$ cat src/rtl/strobe_pkg.sv
package strobe_pkg;
  typedef struct packed {
    logic rise;
    logic fall;
  } edge_t;

  localparam int unsigned SYNC_DEPTH = 2;
endpackage

$ cat src/rtl/strobe_sync.sv
module strobe_sync #(
  parameter int unsigned STAGES = 2
) (
  input  logic clk,
  input  logic rst,
  input  logic din,
  output logic q,
  output logic q_prev
);
  logic [STAGES-1:0] chain;

  genvar g;
  generate
    for (g = 0; g < STAGES; g++) begin : g_stage
      if (g == 0) begin : g_first
        always_ff @(posedge clk) begin
          if (rst) chain[0] <= 1'b0;
          else     chain[0] <= din;
        end
      end else begin : g_next
        always_ff @(posedge clk) begin
          if (rst) chain[g] <= 1'b0;
          else     chain[g] <= chain[g-1];
        end
      end
    end
  endgenerate

  always_ff @(posedge clk) begin
    if (rst) q_prev <= 1'b0;
    else     q_prev <= chain[STAGES-1];
  end

  assign q = chain[STAGES-1];
endmodule

$ cat src/rtl/edge_pick.sv
module edge_pick
  import strobe_pkg::*;
(
  input  logic q,
  input  logic q_prev,
  input  logic pol_rise,
  output logic hit
);
  edge_t seen;

  always_comb begin
    seen.rise = q & ~q_prev;
    seen.fall = ~q & q_prev;
    hit       = pol_rise ? seen.rise : seen.fall;
  end
endmodule

$ cat src/rtl/pulse_delay.sv
module pulse_delay #(
  parameter int unsigned DLY_W = 3
) (
  input  logic             clk,
  input  logic             rst,
  input  logic             en,
  input  logic             hit,
  input  logic [DLY_W-1:0] dly,
  output logic             fire
);
  localparam logic [DLY_W-1:0] ONE = DLY_W'(1);

  logic [DLY_W-1:0] cnt;

  always_ff @(posedge clk) begin
    if (rst || !en)     cnt <= '0;
    else if (hit)       cnt <= dly;
    else if (cnt != '0) cnt <= cnt - ONE;
  end

  always_comb begin
    if (!en)      fire = 1'b0;
    else if (hit) fire = (dly == '0);
    else          fire = (cnt == ONE);
  end


  reload_chk: assert property (@(posedge clk) disable iff (rst)
    (en && hit) |=> (cnt == $past(dly)));


  countdown_chk: assert property (@(posedge clk) disable iff (rst)
    (en && !hit && cnt != '0) |=> (cnt == $past(cnt) - ONE));
endmodule

$ cat src/rtl/strobe_conditioner.sv
module strobe_conditioner #(
  parameter int unsigned DLY_W  = 3,
  parameter int unsigned STAGES = strobe_pkg::SYNC_DEPTH
) (
  input  logic             clk,
  input  logic             rst,
  input  logic             strobe_in,
  input  logic             det_en,
  input  logic             pol_rise,
  input  logic [DLY_W-1:0] dly,
  output logic             strobe_out
);
  logic s_now;
  logic s_prev;
  logic hit;
  logic fire;

  strobe_sync #(.STAGES(STAGES)) u_sync (
    .clk    (clk),
    .rst    (rst),
    .din    (strobe_in),
    .q      (s_now),
    .q_prev (s_prev)
  );

  edge_pick u_edge (
    .q        (s_now),
    .q_prev   (s_prev),
    .pol_rise (pol_rise),
    .hit      (hit)
  );

  pulse_delay #(.DLY_W(DLY_W)) u_delay (
    .clk  (clk),
    .rst  (rst),
    .en   (det_en),
    .hit  (hit),
    .dly  (dly),
    .fire (fire)
  );

  always_ff @(posedge clk) begin
    if (rst)         strobe_out <= 1'b0;
    else if (det_en) strobe_out <= fire;
    else             strobe_out <= strobe_in;
  end


  bypass_track_chk: assert property (@(posedge clk) disable iff (rst)
    !det_en |=> (strobe_out == $past(strobe_in)));


  single_width_chk: assert property (@(posedge clk) disable iff (rst)
    (det_en && strobe_out) |=>
      (!det_en || !strobe_out || (pol_rise != $past(pol_rise))));
endmodule

$ cat config.mk
export PLATFORM = sky130hd
export DESIGN_NAME = strobe_conditioner
export DESIGN_NICKNAME = d
export VERILOG_FILES = /design/src/rtl/strobe_pkg.sv /design/src/rtl/strobe_sync.sv /design/src/rtl/edge_pick.sv /design/src/rtl/pulse_delay.sv /design/src/rtl/strobe_conditioner.sv
export SDC_FILE = /design/constraint.sdc
export NUM_CORES = 1
export LEC_CHECK = 0
export BUFFER_PORTS_ARGS = -buffer_cell sky130_fd_sc_hd__buf_4
export CELL_PAD_IN_SITES_DETAIL_PLACEMENT = 1
export CELL_PAD_IN_SITES_GLOBAL_PLACEMENT = 1
export CORE_AREA = 2 2 39 41
export CTS_BUF_LIST = sky130_fd_sc_hd__clkbuf_8
export DETAILED_ROUTE_END_ITERATION = 10
export DIE_AREA = 0 0 41 43
export PLACE_DENSITY_LB_ADDON = 0.08
export SETUP_SLACK_MARGIN = 0.1
export SLEW_MARGIN = 20
export SYNTH_ARGS = -nofsm -noshare
export SYNTH_HDL_FRONTEND = slang
export SYNTH_SLANG_ARGS = --single-unit
$ cat constraint.sdc
create_clock -name clk -period 3.5 [get_ports clk]
set_input_delay 0.525 -clock clk [delete_from_list [all_inputs] [get_ports clk]]
set_output_delay 0.525 -clock clk [all_outputs]
set_load 0.02 [all_outputs]
Word level (Yosys, flattened, before mapping)
Cells that the tools add are included.

Register bits: 7. Word-level logic and storage cells: 21. Output and inout port bits: 1. Bits of input ports: 8.

Equality and inequality tests: 1. Bitwise operators: 4. Mux-type cells: 5. Add/sub/neg operators: 1. Reductions and logical operators: 5.

Operators by type and width (count): $mux 3 (2); $eq 3x1->1 const B (1); $logic_not 3->1 (1); $mux 1 (3); $reduce_bool 3->1 (1); $sub 3x1->3 const B (1); $and 1x1->1 (2); $not 1->1 (2); $reduce_bool 2->1 (1); $logic_not 1->1 (1); $logic_or 1x1->1 (1).

Depth between registers and ports, before layout
Gate-level depths: netlist (run 1).

Depth in word-level cells: 5. Gate-level depth with buffers: 6. Gate-level depth less buffers: 6.

Cells and area by module
Synthesis (run 1) repeated with hierarchy kept, for this count alone.

Cell total of the unflattened synthesis: 40. Area total of the unflattened synthesis: 392.9 um^2.

Modules (own cells, without submodules): pulse_delay (instances 1, cells each 28, area each 257.7 um^2); strobe_sync (instances 1, cells each 6, area each 78.8 um^2); strobe_conditioner (instances 1, cells each 3, area each 33.8 um^2); edge_pick (instances 1, cells each 3, area each 22.5 um^2).

Least setup slack after synthesis (run 1)
No wires, ideal clock.

Kind: input -> register. Start point: input port pol_rise. End point: register strobe_out. Cell stages on the path: 4. Path slack: 2009 ps. Data arrival time: 1400 ps. Path through: nor2b_1 > a21oi_2 > or4_1 > a311oi_1.

Longest elaborated chain between the ends: 3.

RTL lines: from (decl) (line strobe_conditioner.sv:9) `input logic pol_rise,`; $mux 1 (line edge_pick.sv:14) `hit = pol_rise ? seen.rise : seen.fall;`; $mux 1 (line pulse_delay.sv:23) `else if (hit) fire = (dly == '0);`; $mux 1 (line strobe_conditioner.sv:44) `else if (det_en) strobe_out <= fire;`; to (signal assigned) (line strobe_conditioner.sv:44); to (signal assigned) (line strobe_conditioner.sv:45) `else strobe_out <= strobe_in;`; to (decl) (line strobe_conditioner.sv:11) `output logic strobe_out`.

Every way passes these cells. A chain may end at the register's enable or synchronous reset.

Worst setup path after layout (run 1)
Same ends and word-level chain as after synthesis.

==> results of run 1 <==
[worst max-delay path, cell delays in order]
cell      delay, ns
buf_4          0.12
nor3b_2        0.17
a21oi_2        0.09
or4_1          0.41
a311oi_1       0.27
[state kept, by name, indices dropped and copies added (netlist names)]
register / cells
strobe_out: 1
u_sync.q: 1
u_sync.q_prev: 1
u_delay.cnt: 3
u_sync.chain: 1
[power groups by stage]
stage               clock network, mW  registers, mW  logic [mW]
finish                          0.110         0.0871      0.0359
global route                    0.122         0.0875      0.0396
CTS                             0.114         0.0872      0.0369
detailed placement                  0         0.0884      0.0354
global placement                    0         0.0882      0.0343
floorplan                           0         0.0886      0.0211
[logic make-up after synthesis]
group / synth area share [%]
adders and majority gates: 11.0
and+or+nand+nor: 24.5
xor gates and xnor gates: 2.56
muxes: 11.7
DFF: 40.9
buffers and inverters: 2.19
AOI/OAI and AO/OA: 7.30
[final timing paths]
kind | from | endpoint | slack, ns | depth (start not counted)
worst max-delay path | pol_rise | strobe_out | 2.06 | 5
worst min-delay path | u_sync.chain[0] | u_sync.q | 0.44 | 1
worst min register to register | u_sync.chain[0] | u_sync.q | 0.44 | 1
worst max register to register | u_sync.q | strobe_out | 2.11 | 4
[per-layer routing]
metal  track usage [%]  vias to the layer above  share of wire, %
li1                  -                      139                 -
met1              9.00                      131                37
met2              19.1                        9                53
met3              9.42                        0               9.8
met4              4.00                        0                 0
met5                 0                        -                 0
[cells in the final DEF, fill, tap and decap left out]
| cell type | count |
|---|---|
| nor2b_1 | 5 |
| clkbuf_8 | 3 |
| a311oi_1 | 1 |
| or4_1 | 1 |
| mux2i_1 | 4 |
| nand2b_1 | 1 |
| ha_1 | 3 |
| dfxtp_1 | 7 |
| xnor2_1 | 1 |
| nand3b_1 | 1 |
| inv_1 | 3 |
| a211oi_1 | 1 |
| buf_4 | 8 |
| a21oi_2 | 1 |
| nor2_1 | 5 |
| nor3b_2 | 1 |
[cell type report]
type	count	area, sq um
fill	161	916
multi-input combinational	25	195
sequential	7	140
timing repair buffer	8	60.1
clock buffer	3	41.3
tap	16	20.0
inverter	2	7.51
clock inverter	1	3.75
[stage by stage]
stage | utilization, % | setup slack, ns | hold slack [ns] | total power [mW] | cell area, sq um
6_report | 33.8 | 2.06 | 0.442 | 0.233 | 468
5_1_grt | 33.8 | 2.00 | 0.459 | 0.249 | 468
4_1_cts | 33.8 | 2.04 | 0.453 | 0.238 | 468
3_5_place_dp | 30.6 | 1.80 | 0.442 | 0.124 | 423
3_3_place_gp | 30.6 | 1.85 | 0.433 | 0.123 | 423
2_1_floorplan | - | 2.01 | 0.414 | 0.110 | 343
==> reports/summary.txt, run 1 <==
Status = finished, final reports clean
Synth Cell Area = 343 sq um
Worst endpoint data arrival time = 1.58 ns
Postcts setup bufs = 0
Yosys cell types = 14
Hold Fails Final Rpt = 0
Slew margin rel. = 80.4%
Worst setup SP type = input pin
Clk_lat worst skew = 0.22 ns
Crit Path Class = input pin to register
Clock share of power = 47.3%
IR drop worst, VDD = 0.000246 V
Max clock buf depth = 2
Final net count = 58
Top FF cell, synth = dfxtp_1
Port buffer count = 8
CP Max Fanout = 6
Die ar. = 0.00176 sq mm
Final min period = 1.44 ns
Drt initial violations = 2
CTS clock-pin slew for the worst setup and hold paths = 0.04 ns
RSZ-0062 raised after global routing = false
Via count = 279
Synth-to-Final Area Change = 36.5%
Comb pwr share = 15.4%
Synthesized Nets = 45
H-tree Lvls = 1
Layout cells sized above 1 = 28.3%
I/O pin cnt = 9
Flop pwr share = 37.3%
CTS tree = built
Hold-fix buffers at CTS = 0
Hold crit path type = register to register
RD Place Congestion = 0.731
Post-synthesis sequential area ratio = 40.9%
Inst Count DP = 58
Syn Area/Cell = 10.1 sq um
Synthesized instance count = 34
Area leader, netlist = dfxtp_1
Die Height = 43 um
Synth top cells by count = 7 x dfxtp_1, 5 x nor2_1, 5 x nor2b_1
P_int = 0.179 mW
Ys Warns = 0
Clock skew = 0.000517 ns
Crit. End Element = register
Root buf cell = clkbuf_8
Core area = 0.00138 sq mm
Vias in the first global route = 297
Vias per cell = 4.50
Drc violations = 0
Routed WL = 765 um
Max Slew Vio Count = 0
Starting density of the core = 24.8%
Initial antenna violation count = 0
NetSw = 0.0543 mW
Row count = 14
Worst slew pin tran = 0.294 ns
ANT cells = 0
First-pass GRT wire length = 1.23 mm
Post-synth EDFFs = 0
Die X-Extent = 41 um
Worst EP required = 3.63 ns
Setup TNS = 0 ns
Async set-reset flop share out of synthesis = 0%
Switching Share = 23.3%
Largest net degree at the start of global routing = 7
Total grt overflow = 0
Most frequent cell after synthesis = dfxtp_1
Final Setup Violations = 0
Gates resized, CTS repair = 0
CTS Sinks = 7
Drt wl/cell = 12.3 um
Drt first pass iters = 2
Routed Antenna Nets = 0
Share of the synthesized area in the top cell type = 40.9%
Leakage power = 0.216 nW
Gr usage total = 11.3%
PwrDens = 499 mW/mm^2
CTS buffer count = 3
Fmax = 692 MHz
Max Cap Violations = 0
Seq cells post-synth = 7
Period utilisation layout = 41.3%
Non-filler cells, final = 62
Synth top area cells = dfxtp_1 41%, mux2i_1 12%, ha_1 11%
Note: power is estimated with default switching activity, not from simulation.
==> inputs of run 2 (changes only) <==
--- a/config.mk
+++ b/config.mk
@@ -5,6 +5,7 @@
 export SDC_FILE = /design/constraint.sdc
 export NUM_CORES = 1
 export LEC_CHECK = 0
+export ABC_AREA = 1
 export BUFFER_PORTS_ARGS = -buffer_cell sky130_fd_sc_hd__buf_4
 export CELL_PAD_IN_SITES_DETAIL_PLACEMENT = 1
 export CELL_PAD_IN_SITES_GLOBAL_PLACEMENT = 1
==> constraint.sdc (replaced) <==
create_clock -name clk -period 1.4 [get_ports clk]
set_input_delay 0.21 -clock clk [delete_from_list [all_inputs] [get_ports clk]]
set_output_delay 0.21 -clock clk [all_outputs]
set_load 0.02 [all_outputs]
==> run 2 against run 1 <==
Flip-flop and latch count unchanged. Die area unchanged. Clock skew up 0.0021 ns. Routed wire length up 5.0%. Cell count up 40%. Global-route usage up 1.1 points. Combinational power rose to 3.0 times the previous value. Critical path depth up 3. Critical endpoint is now u_delay.cnt[1]. Largest cell class unchanged.
==> reports/summary.txt, run 2 <==
Yosys cell types = 14
Synth-to-Final Area Change = 30.8%
Worst EP required = 1.58 ns
Top FF cell, synth = dfxtp_1
Drt first pass iters = 4
Die Height = 43 um
Met2 Wirelength = 356 um
Drt initial violations = 3
Worst endpoint data arrival time = 1.34 ns
Die X-Extent = 41 um
PwrDens = 1150 mW/mm^2
Post-synthesis sequential area ratio = 34.1%
Gr usage total = 12.4%
Synth top area cells = dfxtp_1 34%, inv_1 13%, ha_1 9.1%
CTS tree = built
Postcts setup bufs = 0
Drt wl/cell = 9.23 um
Seq cells post-synth = 7
Final Setup Violations = 0
Crit. End Element = register
Ys Warns = 0
Max Slew Vio Count = 0
Detailed placement HPWL = 674 um
CP Cell Sequence = inv_1 -> ha_1 -> inv_1 -> nor2_2 -> nor2_1 -> o21ai_1 -> inv_1 -> nor2_2
Top delay family on crit path = simple AND/OR/NAND/NOR gates
RD Place Congestion = 0.698
Drc violations = 0
Vias per cell = 4.20
Synthesized instance count = 59
Total grt overflow = 0
Top reg by flops = u_delay.cnt
Max Cap Violations = 0
Placed inst area = 490 sq um
Synth top cells by count = 14 x inv_1, 10 x nand2_1, 9 x nor2_1
Slew margin rel. = 85.5%
Hold Fails Final Rpt = 0
Final min period = 1.16 ns
Layout cells sized above 1 = 29.6%
Port buffer count = 8
Routed WL = 803 um
Synth Cell Area = 410 sq um
IR drop worst, VDD = 0.000520 V
I/O pin cnt = 9
Final net count = 83
Post-synth EDFFs = 0
Async set-reset flop share out of synthesis = 0%
Metal-1 WL = 382 um
First-pass GRT wire length = 1.39 mm
Core area = 0.00138 sq mm
Most common cell after layout, fill and taps aside = inv_1
ANT cells = 0
Worst slew pin tran = 0.217 ns
Most used cell, CP = inv_1
Syn Area/Cell = 6.96 sq um
Fmax = 859 MHz
Die ar. = 0.00176 sq mm
Hold-fix buffers at CTS = 0
CP Max Fanout = 5
Root buf cell = clkbuf_8
Area leader, netlist = dfxtp_1
CP max stage delay = 0.29 ns
Period utilisation layout = 83.1%
CTS clock-pin slew for the worst setup and hold paths = 0.04 ns
Initial antenna violation count = 0
RSZ-0062 raised after global routing = false
Setup TNS = 0 ns
Share of the synthesized area in the top cell type = 34.1%
Row count = 14
DR WL met3 = 38 um
Clk_lat worst skew = 0.23 ns
CTS buffer count = 3
Cell area after layout = 537 sq um
Routed Antenna Nets = 0
Hold crit path type = input pin to register
H-tree Lvls = 1
CTS Sinks = 7
Crit Path Class = register to register
Status = finished, final reports clean
Synthesized Nets = 70
Worst setup SP type = register
Max clock buf depth = 2
Largest net degree at the start of global routing = 7
Via count = 365
Top layer in use = met4
Max reg flops = 3
Gates resized, CTS repair = 0
Leakage power = 0.278 nW
Clock skew = 0.00258 ns
Starting density of the core = 29.7%
Commonest non-fill, non-tap cells in the layout = 14 x inv_1, 10 x nand2_1, 9 x nor2_1, 8 x buf_4, 7 x dfxtp_1
Total power = 0.618 mW
Slowest CP cell = dfxtp_1
Vias in the first global route = 373
Most frequent cell after synthesis = inv_1
Worst path bufs/invs = 3
[run 2: report_power, final]
| group | total [mW] | switching [mW] | internal [mW] | leakage (nW) |
|---|---|---|---|---|
| Clock | 0.292 | 0.0988 | 0.194 | 0.0255 |
| Sequential | 0.218 | 0.00598 | 0.212 | 0.0574 |
| Combinational | 0.108 | 0.0591 | 0.0488 | 0.195 |
[run 2: worst register-to-register path, delay by kind of cell, from the launching register on]
family / cells / cell delay (ns)
AOI/OAI and AO/OA: 1 / 0.13
buffers and inverters: 3 / 0.21
DFF: 1 / 0.29
and+or+nand+nor: 3 / 0.31
adders and majority gates: 1 / 0.16
[run 2: area by class of cell]
| type | count | area [sq um] |
|---|---|---|
| clock buffer | 3 | 41.3 |
| clock inverter | 1 | 5.00 |
| fill | 199 | 847 |
| inverter | 16 | 60.1 |
| multi-input combinational | 36 | 210 |
| sequential | 7 | 140 |
| tap | 16 | 20.0 |
| timing repair buffer | 8 | 60.1 |
[run 2: worst paths after layout]
path	slack [ns]	cells after the start	end	start
worst max-delay path	0.24	8	u_delay.cnt[1]	u_delay.cnt[1]
worst min-delay path	0.17	2	u_sync.q	rst
worst max register to register	0.24	8	u_delay.cnt[1]	u_delay.cnt[1]
worst min register to register	0.40	2	u_sync.q	u_sync.chain[0]
[run 2: cell families (layout without fill, tap and decap cells)]
logic type | Yosys count | count (layout) | share of synthesized area [%]
DFF | 7 | 7 | 34.1
xor gates and xnor gates | 1 | 1 | 2.13
and+or+nand+nor | 29 | 29 | 35.4
buffers and inverters | 16 | 28 | 14.6
AOI/OAI and AO/OA | 3 | 3 | 4.57
adders and majority gates | 3 | 3 | 9.15
[run 2: metal layers]
layer  GRT usage [%]  up-vias
li1                -      200
met1            15.3      152
met2            16.3       10
met3            3.14        3
met4            12.0        0
met5               0        -
[run 2: metrics by stage]
stage / hold slack [ns] / instances / worst slack (ns) / utilization (%)
3_3_place_gp: 0.394 / 83 / 0.261 / 35.4
2_1_floorplan: 0.281 / 59 / 0.356 / -
6_report: 0.170 / 87 / 0.236 / 38.8
5_1_grt: 0.179 / 87 / 0.105 / 38.8
4_1_cts: 0.170 / 87 / 0.218 / 38.8
3_5_place_dp: 0.398 / 83 / 0.228 / 35.4
